[src/rtl/irq_pkg.sv]
package irq_pkg;
    localparam int LVL_W = 3;
    typedef logic [LVL_W-1:0] lvl_t;
    typedef enum logic {
        VS_IDLE    = 1'b0,
        VS_DELIVER = 1'b1
    } vec_state_e;
endpackage

[src/rtl/prio_pick.sv]
module prio_pick
    import irq_pkg::*;
#(
    parameter int N    = 8,
    parameter int ID_W = (N > 1) ? $clog2(N) : 1
) (
    input  logic [N*LVL_W-1:0] lvls,
    output logic               found,
    output logic [ID_W-1:0]    win_id,
    output lvl_t               win_lvl
);
    // Linear scan: ">=" makes the later (higher index) channel win ties.
    always_comb begin
        win_lvl = '0;
        win_id  = '0;
        for (int i = 0; i < N; i++) begin
            if (lvls[i*LVL_W +: LVL_W] != '0 && lvls[i*LVL_W +: LVL_W] >= win_lvl) begin
                win_lvl = lvls[i*LVL_W +: LVL_W];
                win_id  = ID_W'(i);
            end
        end
        found = (win_lvl != '0);
    end
endmodule

[src/rtl/vec_fsm.sv]
module vec_fsm
    import irq_pkg::*;
#(
    parameter int          ID_W         = 3,
    parameter int          VEC_W        = 16,
    parameter logic [15:0] SPURIOUS_VEC = 16'hFFF0
) (
    input  logic             clk,
    input  logic             rst_n,
    input  logic             vec_req,
    input  logic             cand_found,
    input  lvl_t             cand_lvl,
    input  logic [ID_W-1:0]  cand_id,
    input  lvl_t             cpu_mask,
    input  logic [VEC_W-1:0] vec_base,
    output logic             vec_valid,
    output logic [VEC_W-1:0] vec_out
);
    vec_state_e state_q, state_d;
    logic       eligible;
    logic [VEC_W-1:0] resolved;

    assign eligible = cand_found && (cand_lvl > cpu_mask);
    assign resolved = eligible ? (vec_base + (VEC_W'(cand_id) << 1))
                               : VEC_W'(SPURIOUS_VEC);

    always_comb begin
        state_d = state_q;
        unique case (state_q)
            VS_IDLE:    state_d = vec_req ? VS_DELIVER : VS_IDLE;
            VS_DELIVER: state_d = vec_req ? VS_DELIVER : VS_IDLE;
            default:    state_d = VS_IDLE;
        endcase
    end

    always_ff @(posedge clk or negedge rst_n) begin
        if (!rst_n) state_q <= VS_IDLE;
        else        state_q <= state_d;
    end

    // Output process: vector is bound only at the request edge.
    always_ff @(posedge clk or negedge rst_n) begin
        if (!rst_n)       vec_out <= '0;
        else if (vec_req) vec_out <= resolved;
    end

    assign vec_valid = (state_q == VS_DELIVER);

    assert_valid_follows_req_R7: assert property (@(posedge clk) disable iff (!rst_n)
        vec_req |=> vec_valid);
    assert_valid_single_R7: assert property (@(posedge clk) disable iff (!rst_n)
        !vec_req |=> !vec_valid);
    assert_spurious_when_masked_R8: assert property (@(posedge clk) disable iff (!rst_n)
        (vec_req && !(cand_found && cand_lvl > cpu_mask)) |=> (vec_out == VEC_W'(SPURIOUS_VEC)));
endmodule

[src/rtl/irq_dual_decoder.sv]
module irq_dual_decoder
    import irq_pkg::*;
#(
    parameter int          NUM_CH       = 8,
    parameter int          VEC_W        = 16,
    parameter logic [15:0] SPURIOUS_VEC = 16'hFFF0,
    localparam int         ID_W         = (NUM_CH > 1) ? $clog2(NUM_CH) : 1
) (
    input  logic                    clk,
    input  logic                    rst_n,
    input  logic [NUM_CH-1:0]       chan_req,
    input  logic [3*NUM_CH-1:0]     chan_level,
    input  logic [NUM_CH-1:0]       chan_route,
    input  logic [NUM_CH-1:0]       cop_flags,
    input  logic                    cop_ie,
    input  logic [2:0]              cop_prio,
    input  logic [2:0]              cpu_mask,
    input  logic [VEC_W-1:0]        vec_base,
    input  logic                    vec_req,
    output logic                    cpu_irq,
    output logic                    vec_valid,
    output logic [VEC_W-1:0]        vec_out,
    output logic                    cop_req,
    output logic [ID_W-1:0]         cop_id,
    output logic                    cop_urgent
);
    logic [NUM_CH*LVL_W-1:0] cpu_lvls, cop_lvls;
    logic                    cpu_found;
    logic [ID_W-1:0]         cpu_id;
    lvl_t                    cpu_lvl, cop_lvl;

    // Effective level per channel for each target.
    for (genvar g = 0; g < NUM_CH; g++) begin : g_route
        always_comb begin
            if (chan_route[g]) begin
                cop_lvls[g*LVL_W +: LVL_W] = chan_req[g] ? chan_level[g*LVL_W +: LVL_W] : '0;
                cpu_lvls[g*LVL_W +: LVL_W] = (cop_ie && cop_flags[g]) ? cop_prio : '0;
            end else begin
                cop_lvls[g*LVL_W +: LVL_W] = '0;
                cpu_lvls[g*LVL_W +: LVL_W] = chan_req[g] ? chan_level[g*LVL_W +: LVL_W] : '0;
            end
        end
    end

    prio_pick #(.N(NUM_CH), .ID_W(ID_W)) u_cpu_pick (
        .lvls(cpu_lvls), .found(cpu_found), .win_id(cpu_id), .win_lvl(cpu_lvl)
    );

    prio_pick #(.N(NUM_CH), .ID_W(ID_W)) u_cop_pick (
        .lvls(cop_lvls), .found(cop_req), .win_id(cop_id), .win_lvl(cop_lvl)
    );

    assign cop_urgent = cop_req && cop_lvl[LVL_W-1];
    assign cpu_irq    = cpu_found && (cpu_lvl > cpu_mask);

    vec_fsm #(.ID_W(ID_W), .VEC_W(VEC_W), .SPURIOUS_VEC(SPURIOUS_VEC)) u_vec (
        .clk(clk), .rst_n(rst_n), .vec_req(vec_req),
        .cand_found(cpu_found), .cand_lvl(cpu_lvl), .cand_id(cpu_id),
        .cpu_mask(cpu_mask), .vec_base(vec_base),
        .vec_valid(vec_valid), .vec_out(vec_out)
    );

    assert_cop_routed_R1: assert property (@(posedge clk) disable iff (!rst_n)
        cop_req |-> (chan_route[cop_id] && chan_req[cop_id]));
    assert_cop_nonzero_R2: assert property (@(posedge clk) disable iff (!rst_n)
        cop_req |-> (chan_level[cop_id*LVL_W +: LVL_W] != 3'd0));
    assert_urgent_msb_R4: assert property (@(posedge clk) disable iff (!rst_n)
        cop_req |-> (cop_urgent == chan_level[cop_id*LVL_W + 2]));
    assert_quiet_no_irq_R5: assert property (@(posedge clk) disable iff (!rst_n)
        (((chan_req & ~chan_route) == '0) && (!cop_ie || (cop_flags & chan_route) == '0)) |-> !cpu_irq);
endmodule

[config.mk]
export PLATFORM = sky130hd
export DESIGN_NAME = irq_dual_decoder
export DESIGN_NICKNAME = d
export VERILOG_FILES = /design/src/rtl/irq_pkg.sv /design/src/rtl/prio_pick.sv /design/src/rtl/vec_fsm.sv /design/src/rtl/irq_dual_decoder.sv
export SDC_FILE = /design/constraint.sdc
export NUM_CORES = 1
export LEC_CHECK = 0
export CAP_MARGIN = 15
export CORE_MARGIN = 2
export CORE_UTILIZATION = 55
export DETAILED_ROUTE_END_ITERATION = 10
export PLACE_DENSITY = 0.88
export SYNTH_ARGS = -nofsm -noshare
export SYNTH_HDL_FRONTEND = slang
export SYNTH_SLANG_ARGS = --single-unit
export TNS_END_PERCENT = 5
[constraint.sdc]
create_clock -name clk -period 21.9 [get_ports clk]
set_clock_uncertainty 0.05 [all_clocks]
set_input_delay 3.285 -clock clk [delete_from_list [all_inputs] [get_ports clk]]
set_output_delay 3.285 -clock clk [all_outputs]
set_load 0.005 [all_outputs]
==> impl_metrics.py <==
metrics = {
    "clocking": {
        "cts-root-buf": "clkbuf_8",
        "cts_resized": 0,
        "clk_pin_slew_worst_paths_ns": 0.06,
        "clock-sinks": 17,
        "clk_latency_ns": 0.24,
        "cts_hold_buf": 0,
        "tritoncts": "yes",
        "post_cts_buffers": 0,
        "cts_buffers": 3,
        "htree_num_levels": 1,
        "cts_buffer_depth": 2,
    },
    "sta": {
        "rsz0062_at_grt": "false",
        "hold_violations": 0,
        "finalCritPeriodShare_pct": 76.24,
        "setup_viol": 0,
        "post-route-min-period_ns": 16.70,
        "tightest_slew_ns": 1.180,
        "clock.fmax_mhz": 59.89,
        "fin_tns_setup_ns": 0,
        "relSlewSlack_pct": 21.35,
        "slew_viol_final": 0,
    },
    "synth": {
        "synth-main-ff-cell": "dfrtp_1",
        "syn_area_sq_um": 3891,
        "synth_edf_count": 0,
        "async_reset_ff_share_pct": 100.0,
        "yosys.area.top_type": "dfrtp_1",
        "synth_nets": 614,
        "synth_seq_cells": 17,
        "avgSynthCellArea_sq_um": 7.660,
        "ys_top_cells_by_area": "dfrtp_1 (11%), ha_1 (10%), nand2_1 (5.4%)",
        "synthDistinctLibCells": 89,
        "synth_warnings": 0,
        "synthCells": 508,
        "yosysSeqAreaShare_pct": 10.93,
        "synthDominantCellAreaShare_pct": 10.93,
    },
    "worst_setup_path": {
        "r2r-start": "u_vec.vec_out[13]$_DFFE_PN0P_",
        "crit_path_end_kind": "output pin",
        "crit_top_cell": "a21oi_1",
        "critPathRequiredTime_ns": 18.57,
        "crit_arrival_ns": 13.36,
        "r2r_cells": 2,
        "cpPeakStageDelay_ns": 0.76,
        "critPathBufInv": 3,
        "startpoint": "chan_route[1]",
        "rr_endpoint": "u_vec.vec_out[13]$_DFFE_PN0P_",
        "cpMaxStageDelayCell": "clkdlybuf4s50_1",
        "cpLargestDelayFamily": "compound AO/OA/AOI/OAI gates",
        "path_class": "input port to output pin",
        "reg2reg_setup_slack_ns": 21.08,
        "path_depth": 45,
        "cp-endpoint": "cop_urgent",
        "cp-start-kind": "input port",
        "path_max_fanout": 10,
    },
    "layout": {
        "drive_above_1_share_pct": 9.091,
        "antenna_cells": 0,
        "final_cells": 690,
        "final_net_count": 701,
        "area_delta_synth_final_pct": 26.24,
    },
    "placement": {
        "place.port_buffers": 96,
        "post-dp-hpwl_um": 9061,
        "gp_congestion": 0.9464,
        "dp_cells": 686,
    },
    "global_route": {
        "antenna_found_initial": 0,
        "grt_first_pass_wirelength_um": 17620,
        "overflow": 0,
        "grt_usage_pct": 27.55,
        "first_global_vias": 4001,
        "grt_max_degree": 18,
    },
    "floorplan": {
        "num_rows": 30,
        "fp.dieH_um": 88.11,
        "core_sq_um": 6832,
        "io_pins": 97,
        "start_util_pct": 56.96,
        "die_x_um": 88.11,
        "die_area_sq_um": 7763,
    },
    "pwr": {
        "internal_power_uw": 147.1,
        "sw_frac_of_total_pct": 42.79,
        "max-vdd-ir-drop_mv": 0.02655,
        "combPwrFrac_pct": 72.9,
        "power_per_cell_area_nw_per_um2": 52.36,
        "pwr-share-seq_pct": 18.1,
        "p_leak_uw": 0.001973,
        "clkPwrFrac_pct": 9.0,
        "power_switching_uw": 110.1,
    },
    "routing": {
        "drc": 0,
        "routedWlPerCell_um": 15.83,
        "first_iter_violations": 256,
        "vias": 4316,
        "wl_um": 10920,
        "viasPerCell": 6.255,
        "final_antenna_net_count": 0,
        "drt_pass1_iterations": 5,
    },
    "worst_hold_path": {
        "holdPathStages": 1,
        "hp-class": "flip-flop to flip-flop",
    },
    "run": {
        "drv_cap": 0,
    },
    "run_status": {
        "status": "completed",
    },
}
-- state kept, by name (all words and copies together), names as in the netlist --
register and flops:
u_vec.vec_valid 1, u_vec.vec_out 16
-- final cells by class --
| type | instances | area [sq um] |
|---|---|---|
| fill | 569 | 1919 |
| sequential | 17 | 425.4 |
| timing repair buffer | 96 | 960.9 |
| tap | 96 | 120.1 |
| inverter | 23 | 88.84 |
| multi-input combinational | 454 | 3272 |
| clock buffer | 4 | 45.04 |
-- per-stage QoR --
stage                     util (%)  cell area (sq um)  hold WS [ns]  power, uW  worst slack, ns
after floorplan                  -               3891        0.4479      166.9            7.324
after CTS                    71.90               4912        0.4635      256.8            5.291
after global placement       71.25               4867        0.4404      226.3            5.871
final                        71.90               4912        0.4590      257.2            5.202
after detailed placement     71.25               4867        0.4446      231.6            5.306
after global routing         71.90               4912        0.4981      278.6            4.527
-- Yosys cell counts (all sizes together), types with 4 or more instances --
| cell type | instances |
|---|---|
| a211oi | 5 |
| a21o | 13 |
| a21oi | 45 |
| a22o | 6 |
| a2bb2oi | 5 |
| a31oi | 7 |
| and2 | 8 |
| and3 | 9 |
| buf | 9 |
| clkbuf | 5 |
| dfrtp | 17 |
| ha | 31 |
| inv | 23 |
| mux2 | 6 |
| mux2i | 4 |
| nand2 | 59 |
| nand2b | 8 |
| nand3 | 28 |
| nand4 | 7 |
| nor2 | 56 |
| nor2b | 7 |
| nor3 | 4 |
| o211ai | 6 |
| o21a | 10 |
| o21ai | 24 |
| o221ai | 6 |
| o22a | 10 |
| o22ai | 19 |
| or2 | 5 |
| xnor2 | 6 |
| xor2 | 7 |
-- worst min-delay path by stage --
| stage | start | end | slack, ns |
|---|---|---|---|
| 3_3_place_gp | u_vec.vec_out[0]$_DFFE_PN0P_ | u_vec.vec_out[0]$_DFFE_PN0P_ | 0.44 |
| 3_5_place_dp | u_vec.vec_out[0]$_DFFE_PN0P_ | u_vec.vec_out[0]$_DFFE_PN0P_ | 0.44 |
| 6_report | u_vec.vec_out[0]$_DFFE_PN0P_ | u_vec.vec_out[0]$_DFFE_PN0P_ | 0.46 |
| 2_1_floorplan | u_vec.vec_out[0]$_DFFE_PN0P_ | u_vec.vec_out[0]$_DFFE_PN0P_ | 0.45 |
| 4_1_cts | u_vec.vec_out[0]$_DFFE_PN0P_ | u_vec.vec_out[0]$_DFFE_PN0P_ | 0.46 |
| 5_1_grt | u_vec.vec_out[0]$_DFFE_PN0P_ | u_vec.vec_out[0]$_DFFE_PN0P_ | 0.50 |
-- kinds of logic after synthesis --
family | Yosys count | synth area share (%)
AND/OR/NAND/NOR | 201 | 25.43
adder cells (fa/ha/maj) | 35 | 11.29
AO/OA/AOI/OAI | 195 | 41.03
XOR/XNOR | 13 | 2.926
buffers and inverters | 37 | 4.984
multiplexers | 10 | 3.408
flip-flops | 17 | 10.93
-- cells in the final DEF, fill, tap and decap left out, types with 6 or more instances in the layout --
cell type	count
a21o_1	13
a21oi_1	33
a21oi_4	10
a22o_1	6
a31oi_1	7
and2_1	6
and3_1	9
clkdlybuf4s50_1	96
dfrtp_1	17
ha_1	31
inv_1	20
mux2_2	6
nand2_1	56
nand2b_1	8
nand3_1	28
nand4_1	7
nor2_1	55
nor2b_1	6
o21a_1	10
o21ai_0	21
o22a_1	10
o22ai_1	17
xnor2_1	6
xor2_1	7
-- per-layer routing --
metal / global-route usage, % / wire, um
met1: 34.95 / 4659
met3: 3.016 / 586
met2: 51.03 / 5559
met5: 0 / 0
met4: 4.408 / 117
-- power by group through the flow --
| stage | clock network, uW | registers [uW] | logic (uW) |
|---|---|---|---|
| final | 23.2 | 46.5 | 187 |
| after global routing | 25.7 | 47.8 | 205 |
| after CTS | 24.0 | 46.5 | 186 |
| after detailed placement | 0 | 46.8 | 185 |
| after global placement | 0 | 46.5 | 180 |
| after floorplan | 0 | 47.7 | 119 |
Note: power is estimated with default switching activity, not from simulation.
